## src/rtl/tri_pwm_pkg.sv

```systemverilog
package tri_pwm_pkg;
  localparam int NUM_CH = 3;

  typedef enum logic {
    DIR_UP   = 1'b0,
    DIR_DOWN = 1'b1
  } count_dir_t;
endpackage

```

## src/rtl/tri_pwm_timebase.sv

```systemverilog
module tri_pwm_timebase #(
  parameter int CNT_W = 16
) (
  input  logic             clk,
  input  logic             rst,
  input  logic             en,
  input  logic             center,
  input  logic [CNT_W-1:0] prd,
  output logic [CNT_W-1:0] cnt,
  output logic             last
);
  import tri_pwm_pkg::*;

  count_dir_t       dir_q;
  logic [CNT_W-1:0] cnt_q;
  logic [CNT_W-1:0] top_cnt;
  logic             at_top;

  assign top_cnt = prd - CNT_W'(1);
  assign at_top  = (cnt_q >= top_cnt);

  // last count of the current period
  always_comb begin
    if (!en)
      last = 1'b0;
    else if (center)
      last = (dir_q == DIR_DOWN) && (cnt_q == '0);
    else
      last = at_top;
  end

  always_ff @(posedge clk) begin
    if (rst || !en) begin
      cnt_q <= '0;
      dir_q <= DIR_UP;
    end else if (!center) begin
      dir_q <= DIR_UP;
      cnt_q <= at_top ? '0 : cnt_q + CNT_W'(1);
    end else if (dir_q == DIR_UP) begin
      // the peak count is held one extra clock while turning
      if (at_top)
        dir_q <= DIR_DOWN;
      else
        cnt_q <= cnt_q + CNT_W'(1);
    end else begin
      if (cnt_q == '0)
        dir_q <= DIR_UP;
      else
        cnt_q <= cnt_q - CNT_W'(1);
    end
  end

  assign cnt = cnt_q;
endmodule

```

## src/rtl/tri_pwm_channel.sv

```systemverilog
module tri_pwm_channel #(
  parameter int CNT_W = 16
) (
  input  logic             clk,
  input  logic             rst,
  input  logic             en,
  input  logic             center,
  input  logic             pos,
  input  logic [CNT_W-1:0] prd,
  input  logic [CNT_W-1:0] cnt,
  input  logic [CNT_W-1:0] cmp,
  output logic             pwm
);
  logic [CNT_W:0] sum;
  logic           act;

  assign sum = {1'b0, cnt} + {1'b0, cmp};

  always_comb begin
    if (center)
      act = (sum >= {1'b0, prd});
    else
      act = (cnt < cmp);
  end

  always_ff @(posedge clk) begin
    if (rst)
      pwm <= 1'b0;
    else if (!en)
      pwm <= ~pos;
    else
      pwm <= pos ? act : ~act;
  end
endmodule

```

## src/rtl/tri_pwm_core.sv

```systemverilog
module tri_pwm_core #(
  parameter int CNT_W = 16
) (
  input  logic             clk,
  input  logic             rst,
  input  logic             en,
  input  logic             align_center,
  input  logic [CNT_W-1:0] period,
  input  logic [CNT_W-1:0] cmp_a,
  input  logic [CNT_W-1:0] cmp_b,
  input  logic [CNT_W-1:0] cmp_c,
  input  logic [2:0]       pos_drive,
  output logic             pwm_a,
  output logic             pwm_b,
  output logic             pwm_c,
  output logic             period_end
);
  import tri_pwm_pkg::*;

  logic [CNT_W-1:0] prd_eff;
  logic [CNT_W-1:0] cnt;
  logic             last;
  logic [CNT_W-1:0] cmp_arr [NUM_CH];
  logic [NUM_CH-1:0] pwm_vec;

  assign prd_eff    = (period == '0) ? CNT_W'(1) : period;
  assign cmp_arr[0] = cmp_a;
  assign cmp_arr[1] = cmp_b;
  assign cmp_arr[2] = cmp_c;

  tri_pwm_timebase #(.CNT_W(CNT_W)) u_tb (
    .clk    (clk),
    .rst    (rst),
    .en     (en),
    .center (align_center),
    .prd    (prd_eff),
    .cnt    (cnt),
    .last   (last)
  );

  for (genvar g = 0; g < NUM_CH; g++) begin : g_ch
    tri_pwm_channel #(.CNT_W(CNT_W)) u_ch (
      .clk    (clk),
      .rst    (rst),
      .en     (en),
      .center (align_center),
      .pos    (pos_drive[g]),
      .prd    (prd_eff),
      .cnt    (cnt),
      .cmp    (cmp_arr[g]),
      .pwm    (pwm_vec[g])
    );
  end

  always_ff @(posedge clk) begin
    if (rst)
      period_end <= 1'b0;
    else
      period_end <= last;
  end

  assign pwm_a = pwm_vec[0];
  assign pwm_b = pwm_vec[1];
  assign pwm_c = pwm_vec[2];
endmodule

```

## config.mk

```make
export PLATFORM = sky130hd
export DESIGN_NAME = tri_pwm_core
export DESIGN_NICKNAME = d
export VERILOG_FILES = /design/src/rtl/tri_pwm_pkg.sv /design/src/rtl/tri_pwm_timebase.sv /design/src/rtl/tri_pwm_channel.sv /design/src/rtl/tri_pwm_core.sv
export SDC_FILE = /design/constraint.sdc
export NUM_CORES = 1
export LEC_CHECK = 0
export BUFFER_PORTS_ARGS = -buffer_cell sky130_fd_sc_hd__buf_2
export CORE_UTILIZATION = 55
export DETAILED_ROUTE_END_ITERATION = 10
export HOLD_SLACK_MARGIN = 0.08
export PLACE_DENSITY = 0.89
export SLEW_MARGIN = 20
export SYNTH_ARGS = -nofsm -noshare
export SYNTH_HDL_FRONTEND = slang
export SYNTH_SLANG_ARGS = --single-unit
```

## constraint.sdc

```tcl
create_clock -name clk -period 5.7 [get_ports clk]
set_input_delay 1.71 -clock clk [delete_from_list [all_inputs] [get_ports clk]]
set_output_delay 1.71 -clock clk [all_outputs]
set_load 0.01 [all_outputs]
```

==> results of run 1 <==
==> kinds of logic after synthesis <==
group / share of synthesized area, %
AO/OA/AOI/OAI: 23.7
flip-flops: 6.67
buffers and inverters: 6.99
multiplexers: 0.874
AND/OR/NAND/NOR: 21.1
adder cells (fa/ha/maj): 33.5
XOR/XNOR: 7.09
==> critical path, cell delays in order <==
cell       delay, ps
buf_2             90
inv_1             40
ha_1             350
inv_1            110
o221ai_1         170
a2111oi_1        570
nor3_1           140
a21oi_1          210
a211oi_1         140
xnor2_1          150
ha_1             300
nand2_1          100
buf_4            120
a21oi_1           30
a2111oi_1        350
a31o_2           230
nand4_1           90
o211ai_1         290
mux2_2           370
==> layout by cell type (no fill, tap or decap), types with 14 or more instances in the layout <==
cell type	instances
a21o_1	16
o21ai_0	36
nand2_1	34
inv_1	105
dfxtp_1	21
buf_4	29
nor2b_1	15
ha_1	164
nand2b_1	16
xor2_1	14
nand3_1	20
buf_2	74
a21oi_1	80
xnor2_1	37
nor2_1	66
nor3_1	21
==> final cells by class <==
class / count / share of cell area [%]
flip-flops and latches: 21 / 5.90
clock inverters: 1 / 0.105
multi-input cells: 705 / 76.7
inverters: 105 / 5.53
clock buffers: 3 / 1.05
repair buffers: 103 / 8.25
well taps: 140 / 2.46
==> what timing repair did <==
item	in CTS	in global routing
resized for setup	0	8
endpoints found under the hold margin	0	0
endpoints found under the setup margin	0	17
==> power groups by stage <==
stage / Clock [mW] / Sequential, mW / Combinational [mW]
6_report: 0.158 / 0.151 / 0.276
5_1_grt: 0.166 / 0.151 / 0.307
4_1_cts: 0.158 / 0.151 / 0.269
3_5_place_dp: 0 / 0.154 / 0.267
3_3_place_gp: 0 / 0.154 / 0.258
2_1_floorplan: 0 / 0.155 / 0.169
==> path summary, 6_finish.rpt <==
check,cells after the start,to,start,slack [ps]
max,19,g_ch[0].u_ch.pwm$_SDFF_PP0_,cmp_a[7],270
min,2,u_tb.cnt[8]$_SDFFE_PP0P_,u_tb.cnt[8]$_SDFFE_PP0P_,610
max reg2reg,17,g_ch[0].u_ch.pwm$_SDFF_PP0_,u_tb.cnt[2]$_SDFFE_PP0P_,1170
min reg2reg,2,u_tb.cnt[8]$_SDFFE_PP0P_,u_tb.cnt[8]$_SDFFE_PP0P_,610
==> metal layers <==
layer  up-vias  GRT usage (%)  part of all wire (%)
li1       3245              -                     -
met1      3002           39.2                    42
met2       332           52.6                    44
met3        85           3.05                   7.6
met4         0           20.7                   6.5
met5         -              0                     0
==> state kept, by name, summed over array words and instances, names as in the netlist <==
name / cells
g_ch.u_ch.pwm: 3
period_end: 1
u_tb.cnt: 16
u_tb.dir_q: 1
==> metrics.md, run 1 <==
| Metric | Value |
|---|---|
| Layout Utilization | 64.9% |
| Gpl congestion | 1.01 |
| Largest net degree at the start of global routing | 19 |
| EDFF count, synth | 0 |
| Initial Utilization | 57.4% |
| Crit path time final | 5430 ps |
| Yosys warning count | 0 |
| Drt pass-1 iters | 5 |
| Syn Area/Cell | 7.47 sq um |
| Total power | 0.585 mW |
| Design area | approximately 7100 sq um |
| Critical path capture point type | flop |
| Cell with the most instances after synthesis | ha_1 |
| Diode count | 0 |
| Drt total wl | approximately 19 mm |
| Hold Violations, Final | 0 |
| Clock Power Share | 27.0% |
| Pre-CTS WS | -67.9 ps |
| Multi-input gate area | 5470 sq um |
| Buffers on Ports | 74 |
| Critical path arrival | 5570 ps |
| Syn Nets | between 1,000 and 1,500 |
| Worst Clk Skew | about 5.5 ps |
| Status | completed |
| FP Rows | 38 |
| Setup tns final | 0 ps |
| Post-DP Area | 7020 sq um |
| Global route overflow | 0 |
| Synth top area cells | ha_1 33%, dfxtp_1 6.7%, a21oi_1 6.4% |
| Initial detailed-routing violation count | slightly below 500 |
| Crit path kind | in2reg |
| TritonCTS clock tree | done |
| H-tree depth | 1 |
| Critical Path RT | 5850 ps |
| Core ar. | around 11,000 sq um |
| Die area | around 12,000 sq um |
| Comb pwr share | 47.2% |
| Die Width | 109 um |
| #FFs+latches synth | 21 |
| Drt wl/cell | 17.2 um |
| Worst slew pin tran | 792 ps |
| Final Hold Slack | 614 ps |
| Layout Cells excl Fill | 1,078 |
| DR DRC count | 0 |
| CTS sink count | 21 |
| Total placed cells including tap cells | 1,074 |
| Root buf cell | clkbuf_16 |
| Worst-path clk slew | 70 ps |
| Postcts setup bufs | 0 |
| Switch share | 38.3% |
| P&R area growth vs syn | 13.2% |
| First-pass GRT wire length | a little under 30 mm |
| Hpwl dp | around 15 mm |
| Vias per cell | 6.18 |
| Inserted Clock Buffers | 3 |
| Max FO, Critical Path | 5 |
| Initial antenna violation count | 0 |
| Longest Clk Path Bufs | 2 |
| Setup crit start kind | input port |
| Static Leakage | 3.58 nW |
| Post-route ant nets | 0 |
| Int Pwr | 0.361 mW |
| Setup ws final | 274 ps |
| Vias | 6,664 |
| Yosys cell types | 70 |
| Worst-Skew Late Latency | 260 ps |
| Ys async rst share | 0% |
| Vias in the first global route | roughly 6,400 |
| Io pins | between 70 and 80 |
| Die Span Y | 109 um |
| Sequential share of power | between 20% and 30% |
| Fin nets | approximately 1,200 |
| Filler cells | 957 |
| PD cells | 82.0 nW/um^2 |
| Worst hold path type | reg2reg |
| Synth top area share | 32.6% |
| Final period util | between 90% and 100% |
| Register area | 420 sq um |
| Max rail drop VDD | 0.0932 mV |
| Fmax | ~180 MHz |
| Post-synthesis cell count | 843 |
| Top FF cell, synth | dfxtp_1 |
| Cts hold-fix bufs | 0 |
| Net Sw Power | 0.224 mW |
| Seq/Total Area, Yosys | 6.67% |
| Worst rel slew slack | 47.2% |
| Most frequent cells after synthesis | 164 x ha_1, 105 x inv_1, 81 x a21oi_1, 67 x nor2_1, 37 x xnor2_1 |
| Layout cells sized above 1 | 13.5% |
| Max Cap Viol | 0 |
| Final Setup Violations | 0 |
| GRT Util Overall | 31.8% |
| Synth area leader | ha_1 |
| Slew Limit Fails | 0 |
| Area of the mapped netlist | approximately 6300 sq um |
Power figures use the tool's default switching activity.
==> run 2: changes to the inputs <==
- PLACE_DENSITY: 0.89 -> 0.88
- SYNTH_HIERARCHICAL: not set -> 1
==> metrics.md, run 2 <==
| Metric | Value |
|---|---|
| Status | completed (unchanged) |
| Vias | 7,244 (was 6,664) |
| Synth top area cells | ha_1 29%, inv_1 7.8%, dfxtp_1 6.0% (was ha_1 33%, dfxtp_1 6.7%, a21oi_1 6.4%) |
| Post-route ant nets | 0 (unchanged) |
| TritonCTS clock tree | done (unchanged) |
| Worst hold path type | reg2reg (unchanged) |
| PD cells | 81.0 nW/um^2 (was 82.0 nW/um^2) |
| Number of flip-flops in the largest register | 16 (unchanged) |
| Diode count | 0 (unchanged) |
| Layout cells sized above 1 | 12.3% (was 13.5%) |
| Ys async rst share | 0% (unchanged) |
| First-pass GRT wire length | 33.5 mm (was 29.7 mm) |
| Inserted Clock Buffers | 3 (unchanged) |
| FP Rows | 40 (was 38) |
| CTS sink count | 21 (unchanged) |
| Max incr delay on CP | 450 ps (was 570 ps) |
| Slew Limit Fails | 0 (unchanged) |
| Longest Clk Path Bufs | 2 (unchanged) |
| Global route overflow | 0 (unchanged) |
| Initial detailed-routing violation count | 821 (was 495) |
| Cells along the critical path | buf_2 -> nor4_1 -> a41o_1 -> inv_1 -> ha_1 -> nand3_1 -> nor4_1 -> xnor2_1 -> ha_1 -> nand4_2 -> or3_4 -> a2111oi_4 -> o31a_1 -> nor3_1 -> a32o_1 (was buf_2 -> inv_1 -> ha_1 -> inv_1 -> o221ai_1 -> a2111oi_1 -> nor3_1 -> a21oi_1 -> a211oi_1 -> xnor2_1 -> ha_1 -> nand2_1 -> buf_4 -> a21oi_1 -> a2111oi_1 -> a31o_2 -> nand4_1 -> o211ai_1 -> mux2_2) |
| Postcts setup bufs | 0 (unchanged) |
| Worst Path Buf+Inv | 2 (was 4) |
| Crit path time final | 5150 ps (was 5430 ps) |
| Initial Utilization | 57.4% (about the same) |
| Vias in the first global route | 6,833 (was 6,419) |
| Total power | 0.615 mW (was 0.585 mW) |
| Drt total wl | 20.9 mm (was 18.6 mm) |
| Most frequent cells after synthesis | 164 x ha_1, 146 x inv_1, 64 x nor2_1, 61 x a21oi_1, 52 x nand2_1 (was 164 x ha_1, 105 x inv_1, 81 x a21oi_1, 67 x nor2_1, 37 x xnor2_1) |
| Max FO, Critical Path | 9 (was 5) |
| Worst-Skew Late Latency | 270 ps (was 260 ps) |
| Setup tns final | 0 ps (unchanged) |
| H-tree depth | 1 (unchanged) |
| Max Cap Viol | 0 (unchanged) |
| Io pins | 75 (unchanged) |
| Fmax | 194 MHz (was 184 MHz) |
| Setup crit start kind | input port (unchanged) |
| Largest net degree at the start of global routing | 24 (was 19) |
| EDFF count, synth | 0 (unchanged) |
| Drt pass-1 iters | 6 (was 5) |
| Drt wl/cell | 17.9 um (was 17.2 um) |
| Vias per cell | 6.20 (was 6.18) |
| Worst slew pin tran | 1040 ps (was 792 ps) |
| Syn Nets | 1,183 (was 1,081) |
| Cts hold-fix bufs | 0 (unchanged) |
| Final Setup Violations | 0 (unchanged) |
| Most common cell after layout, fill and taps aside | ha_1 (unchanged) |
| Seq/Total Area, Yosys | 6.00% (was 6.67%) |
| Delay-heaviest family, CP | compound AO/OA/AOI/OAI gates (unchanged) |
| Worst-path clk slew | 70 ps (about the same) |
| Hold Violations, Final | 0 (unchanged) |
| Initial antenna violation count | 1 (was 0) |
| Buffers on Ports | 74 (unchanged) |
| Max rail drop VDD | 0.104 mV (was 0.0932 mV) |
| P&R area growth vs syn | 8.30% (was 13.2%) |
| Critical path arrival | 5320 ps (was 5570 ps) |
| Critical Path RT | 5870 ps (was 5850 ps) |
| Cell with the most instances after synthesis | ha_1 (unchanged) |
| Yosys cell types | 84 (was 70) |
| Die Span Y | 115 um (was 109 um) |
| Static Leakage | 3.77 nW (was 3.58 nW) |
| Root buf cell | clkbuf_16 (unchanged) |
| Fin nets | 1,239 (was 1,177) |
| Yosys warning count | 6 (was 0) |
| Worst rel slew slack | 29.5% (was 47.2%) |
| Post-synthesis cell count | 945 (was 843) |
| Critical path capture point type | flop (unchanged) |
| Synth top area share | 29.3% (was 32.6%) |
| GRT Util Overall | 32.2% (was 31.8%) |
| Gpl congestion | 1.01 (about the same) |
| Core ar. | 12,200 sq um (was 11,000 sq um) |
| Post_cts resized | 0 (unchanged) |
| Final period util | 90.3% (was 95.2%) |
| Worst Clk Skew | 3.65 ps (was 5.54 ps) |
| Most frequent cells in the layout | 164 x ha_1, 146 x inv_1, 74 x buf_2 (was 164 x ha_1, 105 x inv_1, 80 x a21oi_1) |
| Top FF cell, synth | dfxtp_1 (unchanged) |
| Crit path kind | in2reg (unchanged) |
| Layout Utilization | 62.2% (was 64.9%) |
| #FFs+latches synth | 21 (unchanged) |
| Hpwl dp | 16.6 mm (was 15.1 mm) |
| Synth area leader | ha_1 (unchanged) |
| RSZ-0062 raised after global routing | no |
| Syn Area/Cell | 7.42 sq um (was 7.47 sq um) |
| DR DRC count | 0 (unchanged) |
| CP max stage cell | o31a_1 (was a2111oi_1) |
| Area of the mapped netlist | 7010 sq um (was 6300 sq um) |
| Die area | 13,200 sq um (was 11,900 sq um) |
| Die Width | 115 um (was 109 um) |
## run 2: changes by cell type after synthesis, sizes merged, moves of 7 or more
cell / delta
inv: +43
a221oi: +9
o211ai: +7
a21oi: -19
nor3: +16
o21ai: -13
nand4: +11
clkbuf: +16
nand2: +18
## run 2: area by class of cell
class	count	area [sq um]
fill	1076	4620
sequential	21	420
clock buffer	3	75.1
inverter	148	556
tap	168	210
multi-input combinational	745	5890
timing repair buffer	82	430
clock inverter	1	7.51
## run 2: path summary, 6_finish.rpt
path / slack [ps] / start / endpoint / cells past startpoint
max: 550 / period[11] / u_tb/cnt[9]$_SDFFE_PP0P_ / 15
min: 670 / u_tb/cnt[10]$_SDFFE_PP0P_ / u_tb/cnt[10]$_SDFFE_PP0P_ / 3
max reg2reg: 1500 / u_tb/cnt[1]$_SDFFE_PP0P_ / g_ch[1].u_ch/pwm$_SDFF_PP0_ / 14
min reg2reg: 670 / u_tb/cnt[10]$_SDFFE_PP0P_ / u_tb/cnt[10]$_SDFFE_PP0P_ / 3
## run 2: power breakdown
| group | total [mW] | internal (mW) | switching (mW) |
|---|---|---|---|
| Sequential | 0.153 | 0.149 | 0.00393 |
| Clock | 0.172 | 0.0959 | 0.0766 |
| Combinational | 0.289 | 0.119 | 0.170 |
## run 2: cell families (layout without fill, tap and decap cells)
| logic type | after synthesis | in the layout | share of synthesized area (%) |
|---|---|---|---|
| XOR/XNOR | 57 | 57 | 7.12 |
| buffers and inverters | 179 | 234 | 9.94 |
| AO/OA/AOI/OAI | 222 | 222 | 23.7 |
| AND/OR/NAND/NOR | 294 | 294 | 22.4 |
| multiplexers | 5 | 5 | 0.785 |
| adder cells (fa/ha/maj) | 167 | 167 | 30.1 |
| flip-flops | 21 | 21 | 6.00 |
## run 2: layer usage
| metal | global-route usage [%] | routed length [um] | vias to the layer above |
|---|---|---|---|
| met5 | 0 | 0 | - |
| met4 | 15.2 | 963 | 0 |
| met3 | 5.69 | 1990 | 75 |
| met2 | 53.1 | 9270 | 377 |
| met1 | 40.6 | 8660 | 3298 |
| li1 | - | - | 3494 |
## run 2: per-stage QoR
| stage | hold WS, ps | cell area [sq um] | setup slack [ps] | cells |
|---|---|---|---|---|
| 2_1_floorplan | 574 | 7010 | 870 | 945 |
| 3_3_place_gp | 640 | 7510 | 413 | 1164 |
| 3_5_place_dp | 663 | 7510 | 331 | 1164 |
| 4_1_cts | 675 | 7590 | 617 | 1168 |
| 5_1_grt | 705 | 7590 | 322 | 1168 |
| 6_report | 674 | 7590 | 552 | 1168 |
## run 2: worst min-delay path: cells and delay by family, from the launching register on
| kind | cells | cell delay [ps] |
|---|---|---|
| flip-flops | 1 | 300 |
| AO/OA/AOI/OAI | 1 | 50 |
| AND/OR/NAND/NOR | 1 | 80 |
| buffers and inverters | 1 | 200 |
==> run 3: changes to the inputs <==
- CORE_UTILIZATION: 55 -> 40
- PLACE_DENSITY: 0.88 -> 0.6
==> metrics.md, run 3 (synthesis results as in run 2) <==
| Metric | Value |
|---|---|
| Worst Clk Skew | 4.11 ps (was 3.65 ps) |
| Largest net degree at the start of global routing | 24 (unchanged) |
| RR Endpoint | g_ch[1].u_ch/pwm$_SDFF_PP0_ (unchanged) |
| Layout Utilization | 44.7% (was 62.2%) |
| Crit path time final | 5200 ps (was 5150 ps) |
| Post_cts resized | 0 (unchanged) |
| First-pass GRT wire length | 33.9 mm (was 33.5 mm) |
| Fmax | 192 MHz (was 194 MHz) |
| Hold Violations, Final | 0 (unchanged) |
| Max FO, Critical Path | 9 (unchanged) |
| Vias | 6,968 (was 7,244) |
| Setup crit start kind | input port (unchanged) |
| Critical path capture point type | flop (unchanged) |
| Drt pass-1 iters | 6 (unchanged) |
| Initial detailed-routing violation count | 509 (was 821) |
| Slew Limit Fails | 0 (unchanged) |
| GRT Util Overall | 23.9% (was 32.2%) |
| CTS sink count | 21 (unchanged) |
| FP Rows | 48 (was 40) |
| Critical Path RT | 5860 ps (was 5870 ps) |
| Drt wl/cell | 17.8 um (was 17.9 um) |
| H-tree depth | 1 (unchanged) |
| Worst rel slew slack | 41.5% (was 29.5%) |
| RR Startpoint | u_tb/cnt[1]$_SDFFE_PP0P_ (unchanged) |
| Most common cell after layout, fill and taps aside | ha_1 (unchanged) |
| Critical path arrival | 5360 ps (was 5320 ps) |
| Cts hold-fix bufs | 0 (unchanged) |
| Vias per cell | 5.68 (was 6.20) |
| Max Cap Viol | 0 (unchanged) |
| Diode count | 0 (unchanged) |
| Int Pwr | 0.364 mW (about the same) |
| Switch share | 39.5% (was 40.7%) |
| Io pins | 75 (unchanged) |
| Fin nets | 1,241 (was 1,239) |
| Crit path kind | in2reg (unchanged) |
| Drt total wl | 21.8 mm (was 20.9 mm) |
| PD cells | 78.3 nW/um^2 (was 81.0 nW/um^2) |
| Worst-Skew Late Latency | 260 ps (was 270 ps) |
| Hpwl dp | 17.9 mm (was 16.6 mm) |
| Setup ws final | 501 ps (was 552 ps) |
| Gpl congestion | 0.941 (was 1.01) |
| Static Leakage | 3.78 nW (was 3.77 nW) |
| Number of flip-flops in the largest register | 16 (unchanged) |
| Core ar. | 17,200 sq um (was 12,200 sq um) |
| Die Span Y | 134 um (was 115 um) |
| Register area | 420 sq um (unchanged) |
| Initial antenna violation count | 0 (was 1) |
| Clock Power Share | 26.6% (was 28.1%) |
| Global route overflow | 0 (unchanged) |
| Max rail drop VDD | 0.0858 mV (was 0.104 mV) |
| Root buf cell | clkbuf_16 (unchanged) |
| Net Sw Power | 0.237 mW (was 0.250 mW) |
| Worst hold path type | reg2reg (unchanged) |
| Buffers on Ports | 74 (unchanged) |
| Worst-path clk slew | 70 ps (about the same) |
| Status | completed (unchanged) |
| Vias in the first global route | 6,552 (was 6,833) |
| RSZ-0062 raised after global routing | no (unchanged) |
| Die area | 18,100 sq um (was 13,200 sq um) |
| Final period util | 91.2% (was 90.3%) |
| Most frequent cells in the layout | 164 x ha_1, 146 x inv_1, 74 x buf_2 (unchanged) |
| CP Capture Point | u_tb/cnt[13]$_SDFFE_PP0P_ (was u_tb/cnt[9]$_SDFFE_PP0P_) |
| Filler cells | 1,788 (was 1,076) |
| TritonCTS clock tree | done (unchanged) |
| Inserted Clock Buffers | 3 (unchanged) |
| Critical path origin | period[11] (unchanged) |
| Comb pwr share | 48.1% (was 47.0%) |
| Postcts setup bufs | 0 (unchanged) |
| Die Width | 134 um (was 115 um) |
| DR DRC count | 0 (unchanged) |
| P&R area growth vs syn | 9.53% (was 8.30%) |
| Initial Utilization | 40.8% (was 57.4%) |
| Total power | 0.601 mW (was 0.615 mW) |
| R2R depth | 14 (unchanged) |
| Worst slew pin tran | 877 ps (was 1040 ps) |
| Setup tns final | 0 ps (unchanged) |
| Final Hold Slack | 705 ps (was 674 ps) |
| Pre-CTS WS | 253 ps (was 331 ps) |
| Post-route ant nets | 0 (unchanged) |
| Layout cells sized above 1 | 12.5% (was 12.3%) |
| Sequential share of power | 25.3% (was 24.9%) |
| Final Setup Violations | 0 (unchanged) |
| Multi-input gate area | 5890 sq um (unchanged) |
| Hold Startpoint | u_tb/cnt[14]$_SDFFE_PP0P_ (was u_tb/cnt[10]$_SDFFE_PP0P_) |
| R2r setup slk | 1540 ps (was 1500 ps) |
| Longest Clk Path Bufs | 2 (unchanged) |
## run 3: changes by cell type in the layout (fill, tap and decap cells not counted), sizes merged
cell,before,now
buf,82,84
## run 3: worst min path at each step
stage / cells after the start / endpoint / slack, ps
after floorplan: 2 / u_tb/cnt[11]$_SDFFE_PP0P_ / 570
after global placement: 3 / u_tb/cnt[14]$_SDFFE_PP0P_ / 680
after detailed placement: 3 / u_tb/cnt[14]$_SDFFE_PP0P_ / 680
after CTS: 3 / u_tb/cnt[14]$_SDFFE_PP0P_ / 700
after global routing: 3 / u_tb/cnt[14]$_SDFFE_PP0P_ / 730
final: 3 / u_tb/cnt[14]$_SDFFE_PP0P_ / 700
## run 3: power groups by stage
stage	Sequential, mW	Clock [mW]	Combinational (mW)
after floorplan	0.156	0	0.197
after global placement	0.156	0	0.285
after detailed placement	0.156	0	0.287
after CTS	0.152	0.167	0.289
after global routing	0.153	0.171	0.327
final	0.152	0.160	0.289
## run 3: area by class of cell
cell class                 instances  area share (%)
tap                              225            3.67
inverter                         148            7.23
multi-input combinational        745            76.7
clock inverter                     1          0.0978
timing repair buffer              84            5.80
sequential                        21            5.47
clock buffer                       3           0.978
## run 3: per-stage QoR
step,cells,cell area (sq um)
2_1_floorplan,945,7010
6_report,1227,7680
3_5_place_dp,1223,7600
4_1_cts,1227,7680
3_3_place_gp,1223,7600
5_1_grt,1227,7680
## run 3: per-layer routing
layer | GRT usage (%) | vias to the layer above | wire, um
met5 | 0 | - | 0
met4 | 8.24 | 0 | 818
met3 | 2.15 | 48 | 1280
met2 | 40.0 | 250 | 9740
met1 | 31.9 | 3195 | 9950
li1 | - | 3475 | -
## run 3: worst max-delay path: stages
cell       delay (ps)
buf_2             150
nor4_1            330
a41o_1            400
inv_1             110
ha_1              270
nand3_1           110
nor4_1             60
xnor2_1           130
ha_1              310
nand4_2           110
or3_4             430
a2111oi_4         350
o31a_1            490
nor3_1            130
a32o_1            250
